==> config.mk <==
export PLATFORM = sky130hd
export DESIGN_NAME = rvdec_top
export DESIGN_NICKNAME = d
export VERILOG_FILES = /design/src/rtl/rvdec_pkg.sv /design/src/rtl/rvdec_imm_gen.sv /design/src/rtl/rvdec_ctrl.sv /design/src/rtl/rvdec_top.sv
export SDC_FILE = /design/constraint.sdc
export NUM_CORES = 1
export LEC_CHECK = 0
export ABC_AREA = 1
export BUFFER_PORTS_ARGS = -buffer_cell sky130_fd_sc_hd__clkbuf_2
export CORE_MARGIN = 5
export CORE_UTILIZATION = 30
export DETAILED_ROUTE_END_ITERATION = 6
export PLACE_DENSITY = 0.67
export SYNTH_ARGS = -nofsm -noshare
export SYNTH_HDL_FRONTEND = slang
export SYNTH_SLANG_ARGS = --single-unit
export TNS_END_PERCENT = 50
==> constraint.sdc <==
create_clock -name vclk -period 2
set_clock_uncertainty 0.1 [all_clocks]
set_input_delay 0.2 -clock vclk [all_inputs]
set_output_delay 0.2 -clock vclk [all_outputs]
set_load 0.05 [all_outputs]
==> src/rtl/rvdec_pkg.sv <==
package rvdec_pkg;

  localparam int unsigned ILEN = 32;
  localparam int unsigned RIDX = 5;

  typedef enum logic [2:0] {
    CLS_UNSUP  = 3'd0,
    CLS_ALU    = 3'd1,
    CLS_LOAD   = 3'd2,
    CLS_STORE  = 3'd3,
    CLS_JUMP   = 3'd4,
    CLS_JUMPR  = 3'd5,
    CLS_BRANCH = 3'd6,
    CLS_AUIPC  = 3'd7
  } op_class_e;

  typedef enum logic [3:0] {
    ALU_ADD  = 4'd0,
    ALU_SUB  = 4'd1,
    ALU_AND  = 4'd2,
    ALU_OR   = 4'd3,
    ALU_XOR  = 4'd4,
    ALU_SLT  = 4'd5,
    ALU_SLTU = 4'd6,
    ALU_SLL  = 4'd7,
    ALU_SRA  = 4'd8,
    ALU_SRL  = 4'd9
  } alu_fn_e;

  typedef enum logic [2:0] {
    BR_EQ  = 3'd0,
    BR_NE  = 3'd1,
    BR_LT  = 3'd2,
    BR_LTU = 3'd3,
    BR_GE  = 3'd4,
    BR_GEU = 3'd5,
    BR_AT  = 3'd6,
    BR_NT  = 3'd7
  } br_fn_e;

  typedef enum logic [2:0] {
    FMT_NONE = 3'd0,
    FMT_I    = 3'd1,
    FMT_S    = 3'd2,
    FMT_B    = 3'd3,
    FMT_U    = 3'd4,
    FMT_J    = 3'd5
  } imm_fmt_e;

  localparam logic [6:0] OPC_REG    = 7'b0110011;
  localparam logic [6:0] OPC_IMM    = 7'b0010011;
  localparam logic [6:0] OPC_LUI    = 7'b0110111;
  localparam logic [6:0] OPC_AUIPC  = 7'b0010111;
  localparam logic [6:0] OPC_JAL    = 7'b1101111;
  localparam logic [6:0] OPC_JALR   = 7'b1100111;
  localparam logic [6:0] OPC_BRANCH = 7'b1100011;
  localparam logic [6:0] OPC_LOAD   = 7'b0000011;
  localparam logic [6:0] OPC_STORE  = 7'b0100011;

  localparam logic [2:0] F3_WORD = 3'b010;

  // funct3 to ALU operation; alt selects the bit-30 variant where one exists
  function automatic alu_fn_e alu_from_f3(input logic [2:0] f3, input logic alt);
    case (f3)
      3'b000:  return alt ? ALU_SUB : ALU_ADD;
      3'b001:  return ALU_SLL;
      3'b010:  return ALU_SLT;
      3'b011:  return ALU_SLTU;
      3'b100:  return ALU_XOR;
      3'b101:  return alt ? ALU_SRA : ALU_SRL;
      3'b110:  return ALU_OR;
      default: return ALU_AND;
    endcase
  endfunction

  // funct3 of a conditional branch; ok is low for the two reserved codes
  function automatic logic br_f3_ok(input logic [2:0] f3);
    return (f3 != 3'b010) && (f3 != 3'b011);
  endfunction

  function automatic br_fn_e br_from_f3(input logic [2:0] f3);
    case (f3)
      3'b000:  return BR_EQ;
      3'b001:  return BR_NE;
      3'b100:  return BR_LT;
      3'b101:  return BR_GE;
      3'b110:  return BR_LTU;
      3'b111:  return BR_GEU;
      default: return BR_NT;
    endcase
  endfunction

endpackage

==> src/rtl/rvdec_imm_gen.sv <==
module rvdec_imm_gen
  import rvdec_pkg::*;
#(
  parameter int unsigned XLEN = 32
) (
  input  logic [ILEN-1:0] instr_i,
  input  imm_fmt_e        fmt_i,
  output logic [XLEN-1:0] imm_o,
  output logic            imm_vld_o
);

  function automatic logic [XLEN-1:0] imm_i_f(input logic [ILEN-1:0] w);
    return XLEN'($signed(w[31:20]));
  endfunction

  function automatic logic [XLEN-1:0] imm_s_f(input logic [ILEN-1:0] w);
    return XLEN'($signed({w[31:25], w[11:7]}));
  endfunction

  function automatic logic [XLEN-1:0] imm_b_f(input logic [ILEN-1:0] w);
    return XLEN'($signed({w[31], w[7], w[30:25], w[11:8], 1'b0}));
  endfunction

  function automatic logic [XLEN-1:0] imm_u_f(input logic [ILEN-1:0] w);
    return XLEN'($signed({w[31:12], 12'b0}));
  endfunction

  function automatic logic [XLEN-1:0] imm_j_f(input logic [ILEN-1:0] w);
    return XLEN'($signed({w[31], w[19:12], w[20], w[30:21], 1'b0}));
  endfunction

  always_comb begin
    imm_vld_o = 1'b1;
    unique case (fmt_i)
      FMT_I:   imm_o = imm_i_f(instr_i);
      FMT_S:   imm_o = imm_s_f(instr_i);
      FMT_B:   imm_o = imm_b_f(instr_i);
      FMT_U:   imm_o = imm_u_f(instr_i);
      FMT_J:   imm_o = imm_j_f(instr_i);
      default: begin
        imm_o     = '0;
        imm_vld_o = 1'b0;
      end
    endcase
  end

  // Branch and jump offsets are halfword aligned
  always_comb begin
    if (fmt_i == FMT_B || fmt_i == FMT_J)
      p_offset_even_r8: assert (imm_o[0] == 1'b0) else $error("odd control offset");
  end

  // Upper immediate leaves the low twelve bits clear
  always_comb begin
    if (fmt_i == FMT_U)
      p_upper_low_zero_r5: assert (imm_o[11:0] == 12'd0) else $error("U-imm low bits");
  end

endmodule

==> src/rtl/rvdec_ctrl.sv <==
module rvdec_ctrl
  import rvdec_pkg::*;
(
  input  logic [6:0] opcode_i,
  input  logic [2:0] funct3_i,
  input  logic       alt_i,
  output op_class_e  cls_o,
  output alu_fn_e    alu_fn_o,
  output br_fn_e     br_fn_o,
  output imm_fmt_e   fmt_o,
  output logic       rd_vld_o,
  output logic       rs1_vld_o,
  output logic       rs1_zero_o,
  output logic       rs2_vld_o
);

  always_comb begin
    cls_o      = CLS_UNSUP;
    alu_fn_o   = ALU_ADD;
    br_fn_o    = BR_NT;
    fmt_o      = FMT_NONE;
    rd_vld_o   = 1'b0;
    rs1_vld_o  = 1'b0;
    rs1_zero_o = 1'b0;
    rs2_vld_o  = 1'b0;
    case (opcode_i)
      OPC_REG: begin
        cls_o     = CLS_ALU;
        alu_fn_o  = alu_from_f3(funct3_i, alt_i);
        rd_vld_o  = 1'b1;
        rs1_vld_o = 1'b1;
        rs2_vld_o = 1'b1;
      end
      OPC_IMM: begin
        cls_o     = CLS_ALU;
        // only the right shift has a bit-30 variant for immediates
        alu_fn_o  = alu_from_f3(funct3_i, alt_i && (funct3_i == 3'b101));
        fmt_o     = FMT_I;
        rd_vld_o  = 1'b1;
        rs1_vld_o = 1'b1;
      end
      OPC_LUI: begin
        cls_o      = CLS_ALU;
        fmt_o      = FMT_U;
        rd_vld_o   = 1'b1;
        rs1_vld_o  = 1'b1;
        rs1_zero_o = 1'b1;
      end
      OPC_AUIPC: begin
        cls_o    = CLS_AUIPC;
        fmt_o    = FMT_U;
        rd_vld_o = 1'b1;
      end
      OPC_JAL: begin
        cls_o    = CLS_JUMP;
        br_fn_o  = BR_AT;
        fmt_o    = FMT_J;
        rd_vld_o = 1'b1;
      end
      OPC_JALR: begin
        cls_o     = CLS_JUMPR;
        br_fn_o   = BR_AT;
        fmt_o     = FMT_I;
        rd_vld_o  = 1'b1;
        rs1_vld_o = 1'b1;
      end
      OPC_BRANCH: begin
        if (br_f3_ok(funct3_i)) begin
          cls_o     = CLS_BRANCH;
          br_fn_o   = br_from_f3(funct3_i);
          fmt_o     = FMT_B;
          rs1_vld_o = 1'b1;
          rs2_vld_o = 1'b1;
        end
      end
      OPC_LOAD: begin
        if (funct3_i == F3_WORD) begin
          cls_o     = CLS_LOAD;
          fmt_o     = FMT_I;
          rd_vld_o  = 1'b1;
          rs1_vld_o = 1'b1;
        end
      end
      OPC_STORE: begin
        if (funct3_i == F3_WORD) begin
          cls_o     = CLS_STORE;
          fmt_o     = FMT_S;
          rs1_vld_o = 1'b1;
          rs2_vld_o = 1'b1;
        end
      end
      default: ;
    endcase
  end

  // Memory classes only come out of a word-width funct3
  always_comb begin
    if (cls_o == CLS_LOAD || cls_o == CLS_STORE)
      p_word_only_r11: assert (funct3_i == F3_WORD) else $error("non-word memory op");
  end

  // Reserved branch funct3 never yields a branch record
  always_comb begin
    if (cls_o == CLS_BRANCH)
      p_branch_f3_legal_r9: assert (funct3_i != 3'b010 && funct3_i != 3'b011)
        else $error("reserved branch funct3 accepted");
  end

endmodule

==> src/rtl/rvdec_top.sv <==
module rvdec_top
  import rvdec_pkg::*;
#(
  parameter int unsigned XLEN = 32
) (
  input  logic [31:0]     instr_i,
  output logic [2:0]      cls_o,
  output logic [3:0]      alu_fn_o,
  output logic [2:0]      br_fn_o,
  output logic            rd_vld_o,
  output logic [4:0]      rd_idx_o,
  output logic            rs1_vld_o,
  output logic [4:0]      rs1_idx_o,
  output logic            rs2_vld_o,
  output logic [4:0]      rs2_idx_o,
  output logic            imm_vld_o,
  output logic [XLEN-1:0] imm_o
);

  // named internal events
  op_class_e cls_w;
  alu_fn_e   alu_w;
  br_fn_e    br_w;
  imm_fmt_e  fmt_w;
  logic      rd_v_w, rs1_v_w, rs1_zero_w, rs2_v_w;

  rvdec_ctrl u_ctrl (
    .opcode_i  (instr_i[6:0]),
    .funct3_i  (instr_i[14:12]),
    .alt_i     (instr_i[30]),
    .cls_o     (cls_w),
    .alu_fn_o  (alu_w),
    .br_fn_o   (br_w),
    .fmt_o     (fmt_w),
    .rd_vld_o  (rd_v_w),
    .rs1_vld_o (rs1_v_w),
    .rs1_zero_o(rs1_zero_w),
    .rs2_vld_o (rs2_v_w)
  );

  rvdec_imm_gen #(.XLEN(XLEN)) u_imm (
    .instr_i  (instr_i),
    .fmt_i    (fmt_w),
    .imm_o    (imm_o),
    .imm_vld_o(imm_vld_o)
  );

  assign cls_o     = cls_w;
  assign alu_fn_o  = alu_w;
  assign br_fn_o   = br_w;
  assign rd_vld_o  = rd_v_w;
  assign rs1_vld_o = rs1_v_w;
  assign rs2_vld_o = rs2_v_w;
  assign rd_idx_o  = instr_i[11:7];
  assign rs1_idx_o = rs1_zero_w ? '0 : instr_i[19:15];
  assign rs2_idx_o = instr_i[24:20];

  // Unsupported records carry no operands at all
  always_comb begin
    if (cls_w == CLS_UNSUP)
      p_unsup_empty_r12: assert (!rd_v_w && !rs1_v_w && !rs2_v_w && !imm_vld_o && br_w == BR_NT)
        else $error("unsupported record has operands");
  end

  // Stores and branches never write back
  always_comb begin
    if (cls_w == CLS_STORE || cls_w == CLS_BRANCH)
      p_no_writeback_r10: assert (!rd_v_w) else $error("store/branch with destination");
  end

  // Only control transfers carry a comparison other than NT
  always_comb begin
    if (cls_w != CLS_JUMP && cls_w != CLS_JUMPR && cls_w != CLS_BRANCH)
      p_never_taken_r13: assert (br_w == BR_NT) else $error("non-control with branch fn");
  end

  // Every supported class except Alu-from-register has an immediate
  always_comb begin
    if (cls_w != CLS_UNSUP && !rs2_v_w)
      p_imm_replaces_rs2_r3: assert (imm_vld_o) else $error("no second operand");
  end

  // JAL reads no registers
  always_comb begin
    if (cls_w == CLS_JUMP)
      p_jal_no_src_r6: assert (!rs1_v_w && !rs2_v_w && br_w == BR_AT) else $error("JAL operands");
  end

endmodule

==> impl_metrics.py <==
metrics = {
    "floorplanning": {
        "io_pins": 93,
        "core_area_sq_mm": 0.00435,
        "die_x_um": 77.1,
        "die_area_sq_mm": 0.00595,
        "chipHeight_um": 77.1,
        "start_util_pct": 31.0,
        "fp-row-count": 24,
    },
    "global_route": {
        "antenna_found_initial": 0,
        "grt_overflow_total": 0,
        "grt_use_total_pct": 16.6,
        "grt_pass1_vias": 2039,
        "grt_pass1_wl_um": 8780,
        "grt_max_degree": 23,
    },
    "clocking": {
        "cts_resized": 0,
        "cts_setup_buffers": 0,
        "ctsHoldBuffers": 0,
    },
    "min_path": {
        "holdPathStages": 2,
        "min_path_type": "in2out",
        "hold_path_startpoint": "instr_i[8]",
        "min_to": "rd_idx_o[1]",
    },
    "placement": {
        "place.gp.congestion": 0.904,
        "io_buffers": 93,
        "placed_cells": 424,
        "hpwl_um": 4090,
    },
    "setup_path": {
        "cp.buffers_inverters": 5,
        "slowest_stage": "clkbuf_2",
        "path_cells": "clkbuf_2 > nand2_1 > inv_1 > nand2_1 > inv_1 > nand3_2 > nand2_2 > buf_4 > nand2_1 > nand2_1 > clkbuf_2",
        "max_stage_delay_ns": 0.28,
        "cp_common_cell": "nand2_1",
        "crit_start": "instr_i[1]",
        "path_delay_family": "buffers and inverters",
        "arrival_ns": 1.55,
        "end_kind": "output port",
        "worstPathMaxFanout": 11,
        "cp.required_ns": 1.70,
        "crit_type": "in2out",
        "cp-start-kind": "primary input",
    },
    "timing": {
        "post-route-min-period_ns": 1.85,
        "worst_pin_slew_ns": 0.443,
        "rsz0062_at_grt": "false",
        "setup_viol": 0,
        "clock.fmax_mhz": 539,
        "min_period_over_period_pct": 92.7,
        "timing.final.max_slew_violations": 0,
        "max_slew_margin_pct": 70.3,
        "holdWs_ns": 0.632,
        "hold_viol_final": 0,
    },
    "layout": {
        "seq_area_sq_um": 0,
        "clkbuf_count": 0,
        "drive_above_1_share_pct": 32.8,
        "syn2layout_area_growth_pct": 54.4,
        "seq_cells": 0,
        "diodes": 0,
        "final_net_count": 406,
        "fillers": 486,
        "final_cells": 424,
    },
    "logic_synthesis": {
        "synth_top_area_cell": "nand2_1",
        "synth_most_common_cell": "nand2_1",
        "synth-seq-area-share_pct": 0,
        "synth_nets": 327,
        "synthTopCellsByArea": "nand2_1 26%, nand3_1 21%, nor2_1 17%, buf_4 8.3%, inv_1 7.5%",
        "synth.distinct_cells": 21,
        "yosys_warnings": 0,
        "synth_top_area_share_pct": 25.8,
        "netlist_instances": 295,
        "synth_area_sq_mm": 0.00135,
        "syn_avg_cell_area_sq_um": 4.58,
        "synth_commonest_cells": "93 x nand2_1, 60 x nor2_1, 57 x nand3_1",
    },
    "pwr": {
        "power_w": 0.000315,
        "powerDensity_mw_per_mm2": 151,
        "ir_drop_v": 0.0000625,
        "leakage_nw": 1.42,
    },
    "route": {
        "routed_via_density": 4.83,
        "routedWlPerCell_um": 11.9,
        "drt_iter0_markers": 62,
        "via_count": 2049,
        "final_antenna_net_count": 0,
        "route.detailed.drc": 0,
        "wl_um": 5060,
        "drt_first_pass_iters": 4,
    },
    "flow_run": {
        "drv_cap": 0,
    },
    "run_status": {
        "status": "complete, no violations",
    },
}
report_power, final:
part	internal [W]	leakage, nW	switching (W)
sequential	0	0	0
clock	0	0	0
combinational	0.0000903	1.42	0.000225
total	0.0000903	1.42	0.000225
cell families after synthesis:
group | after synthesis | synth area share, %
compound gates | 8 | 3.43
xor+xnor | 1 | 0.648
buf+inv | 56 | 21.7
simple gates | 230 | 74.3
metal layers:
layer  part of all wire, %  track usage (%)  up-vias  routed length, um
met2                    49             31.1       83               2470
met5                     0                0        -                  0
met1                    41             19.6      899               2080
met4                  0.34             2.58        0                 17
met3                   9.6             3.16        2                486
li1                      -                -     1065                  -
worst max-delay path by stage:
stage,endpoint,slack [ns],cells past startpoint
floorplan,alu_fn_o[1],-0.18,6
global placement,imm_o[25],0.11,10
detailed placement,imm_o[25],0.05,10
CTS,imm_o[25],0.05,10
global route,imm_o[8],0.003,11
finish,imm_o[8],0.15,11
per-stage QoR:
| step | util (%) | setup slack [ns] | TNS (ns) | area, sq um |
|---|---|---|---|---|
| global placement | 47.8 | 0.106 | 0 | 2080 |
| CTS | 47.8 | 0.0504 | 0 | 2080 |
| global route | 47.9 | 0.00307 | 0 | 2090 |
| detailed placement | 47.8 | 0.0480 | 0 | 2080 |
| floorplan | - | -0.176 | -0.176 | 1360 |
| finish | 47.9 | 0.145 | 0 | 2090 |
layout by cell type, fill, tap and decap left out:
master,synthesis,layout
nor2_2,4,4
o22ai_1,1,1
nor2_1,60,60
inv_2,3,3
nand2_2,6,5
a21oi_1,3,3
buf_12,0,20
buf_4,15,9
nor2_4,2,2
o21ai_0,2,2
a211oi_1,1,1
clkbuf_2,0,74
nor4_2,0,1
nor3_1,3,3
nand2_1,93,93
nand3b_1,1,1
xor2_1,1,1
a21boi_0,1,1
inv_1,27,27
nand3_1,57,57
nand2_4,0,1
nand3_2,3,3
area by class of cell:
cell class | count | area, sq um | share of cell area, %
multi-input cells | 239 | 1070 | 51.3
well taps | 52 | 65.1 | 3.12
inverters | 30 | 113 | 5.40
repair buffers | 103 | 838 | 40.2
No activity file was read; power rests on OpenSTA's default activity.
